===== src/rtl/arx_pkg.sv =====
package arx_pkg;

    localparam int DATA_W = 8;

    typedef struct packed {
        logic              brk;
        logic              par;
        logic              frm;
        logic [DATA_W-1:0] data;
    } rx_entry_t;

    typedef enum logic [2:0] {
        S_IDLE,
        S_START,
        S_DATA,
        S_PARITY,
        S_STOP,
        S_BRKCHK,
        S_BRKWAIT
    } rx_state_t;

    // Parity bit the sender should have produced for this data and configuration.
    function automatic logic want_parity(logic [DATA_W-1:0] d, logic even, logic stick);
        if (stick)
            return ~even;
        return even ? (^d) : ~(^d);
    endfunction

endpackage


===== src/rtl/arx_sync.sv =====
module arx_sync #(
    parameter int STAGES = 2
) (
    input  logic clk,
    input  logic rst_n,
    input  logic d,
    output logic q
);
    logic [STAGES-1:0] ff;

    always_ff @(posedge clk or negedge rst_n) begin
        if (!rst_n)
            ff <= '1;
        else
            ff <= {ff[STAGES-2:0], d};
    end

    assign q = ff[STAGES-1];
endmodule


===== src/rtl/arx_frame.sv =====
module arx_frame
    import arx_pkg::*;
#(
    parameter int OSR = 16
) (
    input  logic      clk,
    input  logic      rst_n,
    input  logic      tick,
    input  logic      rx,
    input  logic      par_en,
    input  logic      par_even,
    input  logic      par_stick,
    output logic      push,
    output rx_entry_t entry,
    output rx_state_t state_o
);
    localparam int CW = $clog2(OSR);
    localparam int BW = $clog2(DATA_W);
    localparam logic [CW-1:0] MID  = CW'(OSR / 2 - 1);
    localparam logic [CW-1:0] LAST = CW'(OSR - 1);
    localparam logic [BW-1:0] BLAST = BW'(DATA_W - 1);

    rx_state_t         state, nxt;
    logic [CW-1:0]     tcnt, tnext;
    logic [BW-1:0]     bidx;
    logic [DATA_W-1:0] shreg;
    logic              all_low;
    logic              par_err;
    logic              at_mid, at_last;

    assign at_mid  = (tcnt == MID);
    assign at_last = (tcnt == LAST);
    assign tnext   = at_last ? '0 : tcnt + 1'b1;
    assign state_o = state;

    // state register
    always_ff @(posedge clk or negedge rst_n) begin
        if (!rst_n)
            state <= S_IDLE;
        else
            state <= nxt;
    end

    // transitions
    always_comb begin
        nxt = state;
        unique case (state)
            S_IDLE:    if (tick && !rx) nxt = S_START;
            S_START:   if (tick && at_mid) nxt = rx ? S_IDLE : S_DATA;
            S_DATA:    if (tick && at_last && bidx == BLAST) nxt = par_en ? S_PARITY : S_STOP;
            S_PARITY:  if (tick && at_last) nxt = S_STOP;
            S_STOP:    if (tick && at_last) nxt = (!rx && all_low) ? S_BRKCHK : S_IDLE;
            S_BRKCHK:  if (tick && at_last) nxt = rx ? S_IDLE : S_BRKWAIT;
            S_BRKWAIT: if (rx) nxt = S_IDLE;
            default:   nxt = S_IDLE;
        endcase
    end

    // datapath and outputs
    always_ff @(posedge clk or negedge rst_n) begin
        if (!rst_n) begin
            tcnt    <= '0;
            bidx    <= '0;
            shreg   <= '0;
            all_low <= 1'b0;
            par_err <= 1'b0;
            push    <= 1'b0;
            entry   <= '0;
        end else begin
            push <= 1'b0;
            if (tick) begin
                unique case (state)
                    S_IDLE, S_BRKWAIT: tcnt <= '0;
                    S_START: begin
                        if (at_mid) begin
                            tcnt    <= '0;
                            bidx    <= '0;
                            all_low <= 1'b1;
                            par_err <= 1'b0;
                        end else begin
                            tcnt <= tcnt + 1'b1;
                        end
                    end
                    S_DATA: begin
                        tcnt <= tnext;
                        if (at_last) begin
                            shreg   <= {rx, shreg[DATA_W-1:1]};
                            all_low <= all_low & ~rx;
                            bidx    <= bidx + 1'b1;
                        end
                    end
                    S_PARITY: begin
                        tcnt <= tnext;
                        if (at_last) begin
                            par_err <= rx ^ want_parity(shreg, par_even, par_stick);
                            all_low <= all_low & ~rx;
                        end
                    end
                    S_STOP: begin
                        tcnt <= tnext;
                        if (at_last) begin
                            if (rx) begin
                                push  <= 1'b1;
                                entry <= '{brk: 1'b0, par: par_err, frm: 1'b0, data: shreg};
                            end else if (!all_low) begin
                                push  <= 1'b1;
                                entry <= '{brk: 1'b0, par: par_err, frm: 1'b1, data: shreg};
                            end
                        end
                    end
                    S_BRKCHK: begin
                        tcnt <= tnext;
                        if (at_last) begin
                            push <= 1'b1;
                            if (rx)
                                entry <= '{brk: 1'b0, par: par_err, frm: 1'b1, data: shreg};
                            else
                                entry <= '{brk: 1'b1, par: 1'b0, frm: 1'b0, data: '0};
                        end
                    end
                    default: tcnt <= '0;
                endcase
            end
        end
    end
endmodule


===== src/rtl/arx_fifo.sv =====
module arx_fifo
    import arx_pkg::*;
#(
    parameter int DEPTH = 4
) (
    input  logic      clk,
    input  logic      rst_n,
    input  logic      push,
    input  rx_entry_t din,
    input  logic      pop,
    output rx_entry_t head,
    output logic      empty,
    output logic      full
);
    localparam int AW = (DEPTH > 1) ? $clog2(DEPTH) : 1;
    localparam logic [AW-1:0] PMAX = AW'(DEPTH - 1);
    localparam logic [AW:0]   CMAX = (AW+1)'(DEPTH);

    rx_entry_t     mem [DEPTH];
    logic [AW-1:0] wr_ptr, rd_ptr;
    logic [AW:0]   cnt;
    logic          do_push, do_pop;

    assign empty   = (cnt == '0);
    assign full    = (cnt == CMAX);
    assign do_push = push & ~full;
    assign do_pop  = pop & ~empty;
    assign head    = mem[rd_ptr];

    always_ff @(posedge clk or negedge rst_n) begin
        if (!rst_n) begin
            wr_ptr <= '0;
            rd_ptr <= '0;
            cnt    <= '0;
            for (int i = 0; i < DEPTH; i++)
                mem[i] <= '0;
        end else begin
            if (do_push) begin
                mem[wr_ptr] <= din;
                wr_ptr      <= (wr_ptr == PMAX) ? '0 : wr_ptr + 1'b1;
            end
            if (do_pop)
                rd_ptr <= (rd_ptr == PMAX) ? '0 : rd_ptr + 1'b1;
            cnt <= cnt + (AW+1)'(do_push) - (AW+1)'(do_pop);
        end
    end
endmodule


===== src/rtl/arx_flags.sv =====
module arx_flags (
    input  logic clk,
    input  logic rst_n,
    input  logic clr,
    input  logic push,
    input  logic pop,
    input  logic empty,
    input  logic full,
    input  logic h_brk,
    input  logic h_par,
    input  logic h_frm,
    output logic stat_brk,
    output logic stat_par,
    output logic stat_frm,
    output logic stat_ovr
);
    logic mask, head_chg;

    assign head_chg = (pop & ~empty) | (push & empty);

    always_ff @(posedge clk or negedge rst_n) begin
        if (!rst_n) begin
            mask     <= 1'b0;
            stat_ovr <= 1'b0;
        end else begin
            if (clr)
                mask <= 1'b1;
            else if (head_chg)
                mask <= 1'b0;
            if (push && full)
                stat_ovr <= 1'b1;
            else if (clr)
                stat_ovr <= 1'b0;
        end
    end

    assign stat_brk = ~empty & ~mask & h_brk;
    assign stat_par = ~empty & ~mask & h_par;
    assign stat_frm = ~empty & ~mask & h_frm;
endmodule


===== src/rtl/async_rx_core.sv =====
module async_rx_core
    import arx_pkg::*;
#(
    parameter int DEPTH = 4,
    parameter int OSR   = 16
) (
    input  logic              clk,
    input  logic              rst_n,
    input  logic              tick16,
    input  logic              rx_in,
    input  logic              par_en,
    input  logic              par_even,
    input  logic              par_stick,
    input  logic              rd_pop,
    input  logic              clr_wr,
    output logic              head_valid,
    output logic [DATA_W-1:0] head_data,
    output logic              stat_brk,
    output logic              stat_par,
    output logic              stat_frm,
    output logic              stat_ovr
);
    logic      rx_s;
    logic      fr_push;
    rx_entry_t fr_entry;
    rx_state_t fr_state;
    rx_entry_t ff_head;
    logic      ff_empty, ff_full;

    arx_sync #(.STAGES(2)) i_sync (
        .clk(clk), .rst_n(rst_n), .d(rx_in), .q(rx_s)
    );

    arx_frame #(.OSR(OSR)) i_frame (
        .clk(clk), .rst_n(rst_n), .tick(tick16), .rx(rx_s),
        .par_en(par_en), .par_even(par_even), .par_stick(par_stick),
        .push(fr_push), .entry(fr_entry), .state_o(fr_state)
    );

    arx_fifo #(.DEPTH(DEPTH)) i_fifo (
        .clk(clk), .rst_n(rst_n), .push(fr_push), .din(fr_entry),
        .pop(rd_pop), .head(ff_head), .empty(ff_empty), .full(ff_full)
    );

    arx_flags i_flags (
        .clk(clk), .rst_n(rst_n), .clr(clr_wr), .push(fr_push), .pop(rd_pop),
        .empty(ff_empty), .full(ff_full),
        .h_brk(ff_head.brk), .h_par(ff_head.par), .h_frm(ff_head.frm),
        .stat_brk(stat_brk), .stat_par(stat_par), .stat_frm(stat_frm), .stat_ovr(stat_ovr)
    );

    assign head_valid = ~ff_empty;
    assign head_data  = ff_head.data;
endmodule


===== config.mk =====
export PLATFORM = sky130hd
export DESIGN_NAME = async_rx_core
export DESIGN_NICKNAME = d
export VERILOG_FILES = /design/src/rtl/arx_pkg.sv /design/src/rtl/arx_sync.sv /design/src/rtl/arx_frame.sv /design/src/rtl/arx_fifo.sv /design/src/rtl/arx_flags.sv /design/src/rtl/async_rx_core.sv
export SDC_FILE = /design/constraint.sdc
export NUM_CORES = 1
export LEC_CHECK = 0
export CAP_MARGIN = 20
export CORE_ASPECT_RATIO = 0.75
export CORE_UTILIZATION = 45
export CTS_BUF_LIST = sky130_fd_sc_hd__clkbuf_8
export DETAILED_ROUTE_END_ITERATION = 10
export SLEW_MARGIN = 0
export SYNTH_ARGS = -nofsm -noshare
export SYNTH_HDL_FRONTEND = slang
export SYNTH_SLANG_ARGS = --single-unit

===== constraint.sdc =====
create_clock -name clk -period 4.2 [get_ports clk]
set_input_delay 1.26 -clock clk [delete_from_list [all_inputs] [get_ports clk]]
set_output_delay 1.26 -clock clk [all_outputs]
set_load 0.03 [all_outputs]

Yosys cells after proc, flatten, opt, wreduce, memory -nomap -nowiden
Index checks and enable logic that the tools add are counted.
{"block": "word_totals", "elab_cells": 169, "ff_bits": 87, "in_bits": 9}
{"block": "op_classes", "n_addsub": 6, "muxes": 58, "bitwise": 18, "eq_ne": 26, "n_reduce_logical": 25, "order_cmp": 3}
{"operator": "$mux W11", "count": 8}
{"operator": "$bwmux W44", "count": 1}
{"operator": "$mux W3", "count": 12}
{"operator": "$ne A2 B1 Y1 const B", "count": 12}
{"operator": "$mux W1", "count": 23}
{"operator": "$bmux W11 S2", "count": 1}
{"operator": "$demux W11 S2", "count": 1}
{"operator": "$pmux W11 S2", "count": 1}
{"operator": "$pmux W3 S7", "count": 1}
{"operator": "$eq A3 B3 Y1 const B", "count": 5}
{"operator": "$reduce_and A4 Y1", "count": 3}
{"operator": "$reduce_bool A2 Y1", "count": 6}
{"operator": "$and A1 B1 Y1", "count": 8}
{"operator": "$mux W4", "count": 2}
{"operator": "$pmux W4 S2", "count": 1}
{"operator": "$reduce_xor A8 Y1", "count": 1}
{"operator": "$logic_and A1 B1 Y1", "count": 7}
{"operator": "$reduce_and A7 Y1", "count": 1}
{"operator": "$eq A3 B2 Y1 const B", "count": 2}
{"operator": "$ge A3 B3 Y1 const B", "count": 2}
{"operator": "$logic_not A3 Y1", "count": 2}
{"operator": "$mux W2", "count": 3}
{"operator": "$not A1 Y1", "count": 6}
{"operator": "$not A2 Y3", "count": 2}
{"operator": "21 further kinds", "count": 25}

Longest topological paths before layout
Gate-level depths: netlist (run 1).
{"block": "depth", "word_depth": 11, "mapped_depth": 11}

Hierarchy
From an unflattened synthesis (run 1), not the netlist that was laid out.
{"block": "hier_totals", "hier_cells": 328, "area_unflattened_um2": 4187.8}
{"module": "arx_fifo", "area_per_inst_um2": 2338.5, "cells_per_inst": 146, "n_inst": 1}
{"module": "arx_frame", "area_per_inst_um2": 1690.4, "cells_per_inst": 168, "n_inst": 1}
{"module": "arx_flags", "area_per_inst_um2": 102.6, "cells_per_inst": 11, "n_inst": 1}
{"module": "arx_sync", "area_per_inst_um2": 52.6, "cells_per_inst": 2, "n_inst": 1}
{"module": "async_rx_core", "area_per_inst_um2": 3.8, "cells_per_inst": 1, "n_inst": 1}

Worst setup path before layout (run 1)
OpenSTA, ideal clock, no wires.
{"block": "synth_path", "path_type": "register -> output", "from": "register i_fifo.rd_ptr[1]", "to": "output port stat_brk", "setup_slack_ps": 1257, "t_required_ps": 2940, "path_stages_with_launch": 4, "n_path_buf": 1, "t_arrival_ps": 1683, "cell_sequence": "dfrtp_1 > buf_1 > mux4_2 > nor3b_1"}
{"block": "synth_between", "elab_chain_len": 5}
{"element": "from (decl)", "line": "arx_fifo.sv:20", "source": "logic [AW-1:0] wr_ptr, rd_ptr;"}
{"element": "from (signal assigned)", "line": "arx_fifo.sv:43", "source": "rd_ptr <= (rd_ptr == PMAX) ? '0 : rd_ptr + 1'b1;"}
{"element": "$not A2 Y3 (not written as such)", "line": "arx_fifo.sv:28", "source": "assign head = mem[rd_ptr];"}
{"element": "$bmux W11 S2", "line": "arx_fifo.sv:28"}
{"element": "$mux W11 (not written as such) (2 in series)", "line": "arx_fifo.sv:28"}
{"element": "$and A1 B1 Y1", "line": "arx_flags.sv:37", "source": "assign stat_brk = ~empty & ~mask & h_brk;"}
{"element": "to (decl)", "line": "async_rx_core.sv:18", "source": "output logic stat_brk,"}
No other way between the ends. The select of a mux whose other input is x is not followed.

Worst setup path in the final report (run 1)
{"block": "layout_path", "from": "register i_fifo.rd_ptr[1]", "to": "output port stat_frm"}
{"block": "layout_between", "elab_chain_len": 5}
{"element": "$not A2 Y3 (not written as such)", "line": "arx_fifo.sv:28"}
{"element": "$bmux W11 S2", "line": "arx_fifo.sv:28"}
{"element": "$mux W11 (not written as such) (2 in series)", "line": "arx_fifo.sv:28"}
{"element": "$and A1 B1 Y1", "line": "arx_flags.sv:39", "source": "assign stat_frm = ~empty & ~mask & h_frm;"}
{"element": "to (decl)", "line": "async_rx_core.sv:20", "source": "output logic stat_frm,"}
No other way between the ends. The select of a mux whose other input is x is not followed.

==> impl_metrics.toml, run 1 <==
[clock_tree]
cts_buffer_depth = 2
insertion_delay_ns = 0.35
cts_made_buffers = 9
clk_pin_slew_ns = 0.08
post_cts_resize_count = 0
postCtsSetupBuffers = 0
h-tree-depth = 3
ctsRootBufferMaster = "clkbuf_8"
clock_sinks = 87
cts_hold_buf = 0
cts_tree = "yes"

[placed_design]
portBuffers = 21
dp_hpwl_um = 5090
gp_congestion = 0.819

[detailed_routing]
drtIter0Drc = 149
drcViolationCount = 4
via_count = 2456
postRouteAntennaNets = 0
wl_per_cell_um = 15.9
dr.pass1.iters = 9
viasPerCell = 5.33
routed_wl_um = 7320

[floorplanning]
dieHeight_um = 84.2
io_pins = 22
rows = 29
initial_utilization_pct = 47.1
fp.coreArea_mm2 = 0.00860
die_w_um = 112
dieArea_mm2 = 0.00939

[timing]
drv_slew = 0
finalSetupViolations = 0
fin_crit_sh_pct = 85.2
rsz0062_at_grt = "false"
slew_headroom_pct = 48.7
fmax_mhz = 280
max_slew.worst_pin.slew_ns = 0.770
final_hold_viol_count = 0
fin_skew_ns = 0.00673
setup_tns_ns = 0
layout_min_cycle_time_ns = 3.58

[cells_and_area]
seqCellArea_mm2 = 0.00218
multiInputGateArea_mm2 = 0.00174
nNetsFinal = 370
area_growth_pct = 12.1
num-fill-cells = 746
layout_common_cells = "85 x dfrtp_1, 52 x mux2_2, 39 x nand2_1"
final_common_cell = "dfrtp_1"
n_antenna_cell = 0
drive_gt1_share_pct = 24.4
fin_util_pct = 52.8

[critical_path]
timing.critical_path.fanout_max = 13
required_ns = 2.94
startpoint_type = "register"
cp.arrival_ns = 2.32
path_class = "reg2out"
end_kind = "primary output"

[yosys]
yosysWarnings = 0
synth_cells = 329
synth_seq_cells = 87
synthAdderAreaFrac_pct = 3.89
async_flop_share_pct = 100
synth-compound-area-share_pct = 5.59
synth_area_mm2 = 0.00405
synthMuxAreaShare_pct = 21.3
synth_top_family_by_area = "multiplexers"
yosysUniqueCellTypes = 38
yosysSeqAreaShare_pct = 53.8
synth_ff_type = "dfrtp_1"
synth_nets = 350
avgSynthCellArea_um2 = 12.3
synthXorXnorAreaFrac_pct = 2.59
yosys.area_share.simple_pct = 9.60
synth_edf_count = 0

[grt]
antenna_found_initial = 0
grt_pass1_wl_um = 12600
gr-total-overflow = 0
grt_max_degree = 59
grt_pass1_vias = 2518
track_usage_pct = 17.6

[hold_path]
min_path_type = "reg2reg"

[power]
power.density_mw_per_mm2 = 432
leakagePower_nw = 2.21
ir_drop_mv = 0.188

[flow_run]
drv_cap = 0

[run_status]
violations = "DRC"
status = "complete, but fails checks"
-- metrics by stage --
step	setup slack, ns	instance area (µm²)	hold slack [ns]	std cells	total power, mW
CTS	0.626	4540	0.352	461	1.99
detailed placement	0.829	4350	0.351	446	1.41
global placement	0.898	4350	0.346	446	1.41
finish	0.623	4540	0.354	461	1.96
floorplan	1.26	4050	0.345	329	1.31
global route	0.467	4540	0.357	461	2.08
-- layer usage --
metal | global-route usage [%] | part of all wire [%] | up-vias
met1 | 24.8 | 51 | 1225
met5 | 0 | 0 | -
met2 | 26.2 | 44 | 38
li1 | - | - | 1186
met3 | 6.14 | 4.0 | 7
met4 | 4.42 | 0.86 | 0
-- registers in the layout, indices dropped and copies added, names as in the netlist --
| register | count |
|---|---|
| i_flags.mask | 1 |
| i_fifo.cnt | 3 |
| i_frame.bidx | 3 |
| i_fifo.rd_ptr | 2 |
| i_flags.stat_ovr | 1 |
| i_frame.all_low | 1 |
| i_frame.push | 1 |
| i_frame.shreg | 8 |
| i_frame.par_err | 1 |
| i_frame.entry | 11 |
| i_sync.ff | 2 |
| i_frame.state_o | 3 |
| i_fifo.mem | 44 |
| i_frame.tcnt | 4 |
| i_fifo.wr_ptr | 2 |
-- Yosys cell counts, types with 2 or more instances --
master	n	area (µm²)
a21o_1	2	15.0
a21oi_1	6	30.0
a31o_2	3	26.3
a31oi_1	2	12.5
buf_2	3	15.0
clkbuf_1	10	37.5
dfrtp_1	85	2130
dfstp_2	2	52.6
ha_1	11	138
inv_1	17	63.8
mux2_2	52	586
mux2i_1	3	30.0
mux4_2	11	248
nand2_1	39	146
nand2b_1	4	25.0
nand3_1	14	70.1
nor2_1	12	45.0
nor3_1	5	25.0
nor3b_1	3	22.5
o21ai_0	12	60.1
o31ai_1	3	22.5
or3_1	4	25.0
xnor2_1	10	87.6
xor2_1	2	17.5
-- worst paths after layout --
path,start,to,slack [ns],cells past startpoint
max,i_fifo.rd_ptr[1],stat_frm,0.62,3
min,i_sync.ff[0],i_sync.ff[1],0.35,0
max reg2reg,i_fifo.cnt[1],i_fifo.cnt[2],1.66,11
min reg2reg,i_sync.ff[0],i_sync.ff[1],0.35,0
max in group asynchronous,rst_n,i_sync.ff[0],2.47,2
min in group asynchronous,rst_n,i_fifo.cnt[2],0.96,1
-- cells by family after synthesis --
group,count (synthesis)
DFF,87
buffers and inverters,33
adders and majority gates,12
and+or+nand+nor,84
muxes,66
xor gates and xnor gates,12
AOI/OAI and AO/OA,35
-- power by group --
| part | total [mW] | switching [mW] | internal (mW) | leakage [nW] |
|---|---|---|---|---|
| registers | 1.01 | 0.106 | 0.899 | 1.18 |
| clock network | 0.566 | 0.282 | 0.284 | 0.105 |
| logic | 0.390 | 0.206 | 0.184 | 0.920 |
| total | 1.96 | 0.594 | 1.37 | 2.21 |
-- worst max-delay path, stage by stage (launching register included) --
cell             delay (ns)
dfrtp_1                0.74
mux4_2                 0.33
nor3b_1                0.19
clkdlybuf4s50_1        0.70
-- area by class of cell --
cell class	count	share of cell area, %
sequential	87	48.0
multi-input combinational	209	38.3
tap	108	2.97
timing repair buffer	24	5.07
inverter	18	1.49
clock inverter	5	1.13
clock buffer	10	3.03
Note: power is estimated with default switching activity, not from simulation.
==> run 2: changes to the inputs <==
CELL_PAD_IN_SITES_DETAIL_PLACEMENT = 0   (was not set)
CELL_PAD_IN_SITES_GLOBAL_PLACEMENT = 2   (was not set)
CORE_UTILIZATION = 46   (was 45)
PLACE_DENSITY_LB_ADDON = 0.1   (was not set)
==> run 2 against run 1 <==
The run now ends clean; combinational power about the same; count of clock-buffer cells in the layout up 2; sequential share of layout area about the same; wire length up 1.7%; clock power down 3%; non-clock buffer count unchanged; critical endpoint is now stat_par.
==> impl_metrics.toml, run 2 (synthesis results as in run 1) <==
[critical_path]
reg2reg_from = "i_fifo.cnt[1]"
timing.critical_path.fanout_max = 9
path_class = "reg2out"
slowest_delay_ns = 0.61
crit_chain = "buf_4, mux4_2, nor3b_1, clkdlybuf4s50_1"
reg2regPathDepth = 11
required_ns = 2.94
cp.arrival_ns = 2.42
slowest_stage = "clkdlybuf4s50_1"
end_kind = "primary output"
rrSetupSlack_ns = 1.59
startpoint_type = "register"
r2r-end = "i_fifo.cnt[2]"
cp-startpoint = "i_fifo.rd_ptr[0]"

[timing]
fin_skew_ns = 0.00709
layout_min_cycle_time_ns = 3.68
rsz0062_at_grt = "false"
setup_tns_ns = 0
slew_headroom_pct = 51.7
fmax_mhz = 272
drv_slew = 0
max_slew.worst_pin.slew_ns = 0.722
fin_crit_sh_pct = 87.5
fin_ws_ns = 0.523
final_hold_viol_count = 0
finalSetupViolations = 0

[grt]
grt_max_degree = 58
busiest_layer = "met1"
grt_pass1_vias = 2525
track_usage_pct = 19.0
gr-total-overflow = 0
grt_use_met3_pct = 5.65
grt_pass1_wl_um = 13100
antenna_found_initial = 0
grtUsageMet1_pct = 28.8
met2_usage_pct = 26.4

[floorplanning]
die_w_um = 110
rows = 29
dieHeight_um = 83.3
io_pins = 22
fp.coreArea_mm2 = 0.00849
initial_utilization_pct = 47.7
dieArea_mm2 = 0.00919

[cells_and_area]
finalNonFillerCells = 462
largest-register = "i_fifo.mem"
nNetsFinal = 370
num-fill-cells = 749
layout_common_cells = "85 x dfrtp_1, 52 x mux2_2, 39 x nand2_1"
reg_top3 = "i_fifo.mem (44), i_frame.entry (11), i_frame.shreg (8)"
final_common_cell = "dfrtp_1"
n_antenna_cell = 0
drive_gt1_share_pct = 24.6
area_growth_pct = 12.0
multiInputGateArea_mm2 = 0.00174
largest_reg_flops = 44
seqCellArea_mm2 = 0.00218

[placed_design]
dp_hpwl_um = 5090
dp_slack_ns = 0.838
dp_cells = 446
portBuffers = 21
gp_congestion = 0.740

[detailed_routing]
routed_wl_um = 7440
wl_per_cell_um = 16.1
drtIter0Drc = 109
dr.pass1.iters = 4
drcViolationCount = 0
viasPerCell = 5.29
postRouteAntennaNets = 0
via_count = 2446

[power]
power.density_mw_per_mm2 = 430
leakagePower_nw = 2.21
ir_drop_mv = 0.279

[run_status]
status = "completed"

[hold_path]
hold_depth = 0
min_from = "i_sync.ff[0]"
min_path_type = "reg2reg"
min_to = "i_sync.ff[1]"

[clock_tree]
cts_buffer_depth = 2
clk_pin_slew_ns = 0.09
post_cts_resize_count = 0
h-tree-depth = 3
postCtsSetupBuffers = 0
clock_sinks = 87
cts_made_buffers = 9
cts_hold_buf = 0
ctsRootBufferMaster = "clkbuf_8"
cts_tree = "yes"
insertion_delay_ns = 0.36

[flow_run]
drv_cap = 0
==> run 2: cell count changes in the layout (fill, tap and decap cells not counted), sizes merged <==
cell / before / now
bufinv: 1 / 0
clkbuf: 10 / 12
==> run 2: stage by stage <==
step | power (mW) | instance area, µm² | util [%] | hold slack [ns]
2_1_floorplan | 1.31 | 4050 | - | 0.345
3_3_place_gp | 1.42 | 4350 | 51.3 | 0.346
3_5_place_dp | 1.43 | 4350 | 51.3 | 0.347
4_1_cts | 1.98 | 4540 | 53.5 | 0.360
5_1_grt | 2.09 | 4540 | 53.5 | 0.361
6_report | 1.95 | 4540 | 53.5 | 0.359
==> run 2: critical path: cells and delay by family, from the launching register on <==
| kind | cells | cell delay [ns] |
|---|---|---|
| AND/OR/NAND/NOR | 1 | 0.15 |
| multiplexers | 1 | 0.53 |
| flip-flops | 1 | 0.48 |
| buffers and inverters | 2 | 0.89 |
==> run 2: layout make-up <==
cell class                      count  area share, %
Clock buffer                       12           3.64
Clock inverter                      4          0.468
Inverter                           18           1.49
Multi-Input combinational cell    209           38.4
Sequential cell                    87           48.0
Tap cell                          108           2.98
Timing Repair Buffer               24           5.07
==> run 2: how the worst max path moves through the flow <==
stage / to / slack, ns / cells past startpoint
after CTS: stat_par / 0.48 / 4
after global routing: stat_par / 0.39 / 4
after detailed placement: i_frame.shreg[0] / 0.84 / 5
after floorplan: stat_brk / 1.26 / 3
final: stat_par / 0.52 / 4
after global placement: i_frame.shreg[5] / 0.86 / 5
==> run 2: metal layers <==
metal	wire, µm	part of all wire, %
met1	3810	51
met2	3230	43
met3	301	4.0
met4	96	1.3
met5	0	0
==> run 2: power breakdown <==
part	switching, mW	internal (mW)	leakage (nW)
clock	0.287	0.260	0.105
sequential	0.118	0.899	1.18
combinational	0.205	0.184	0.920
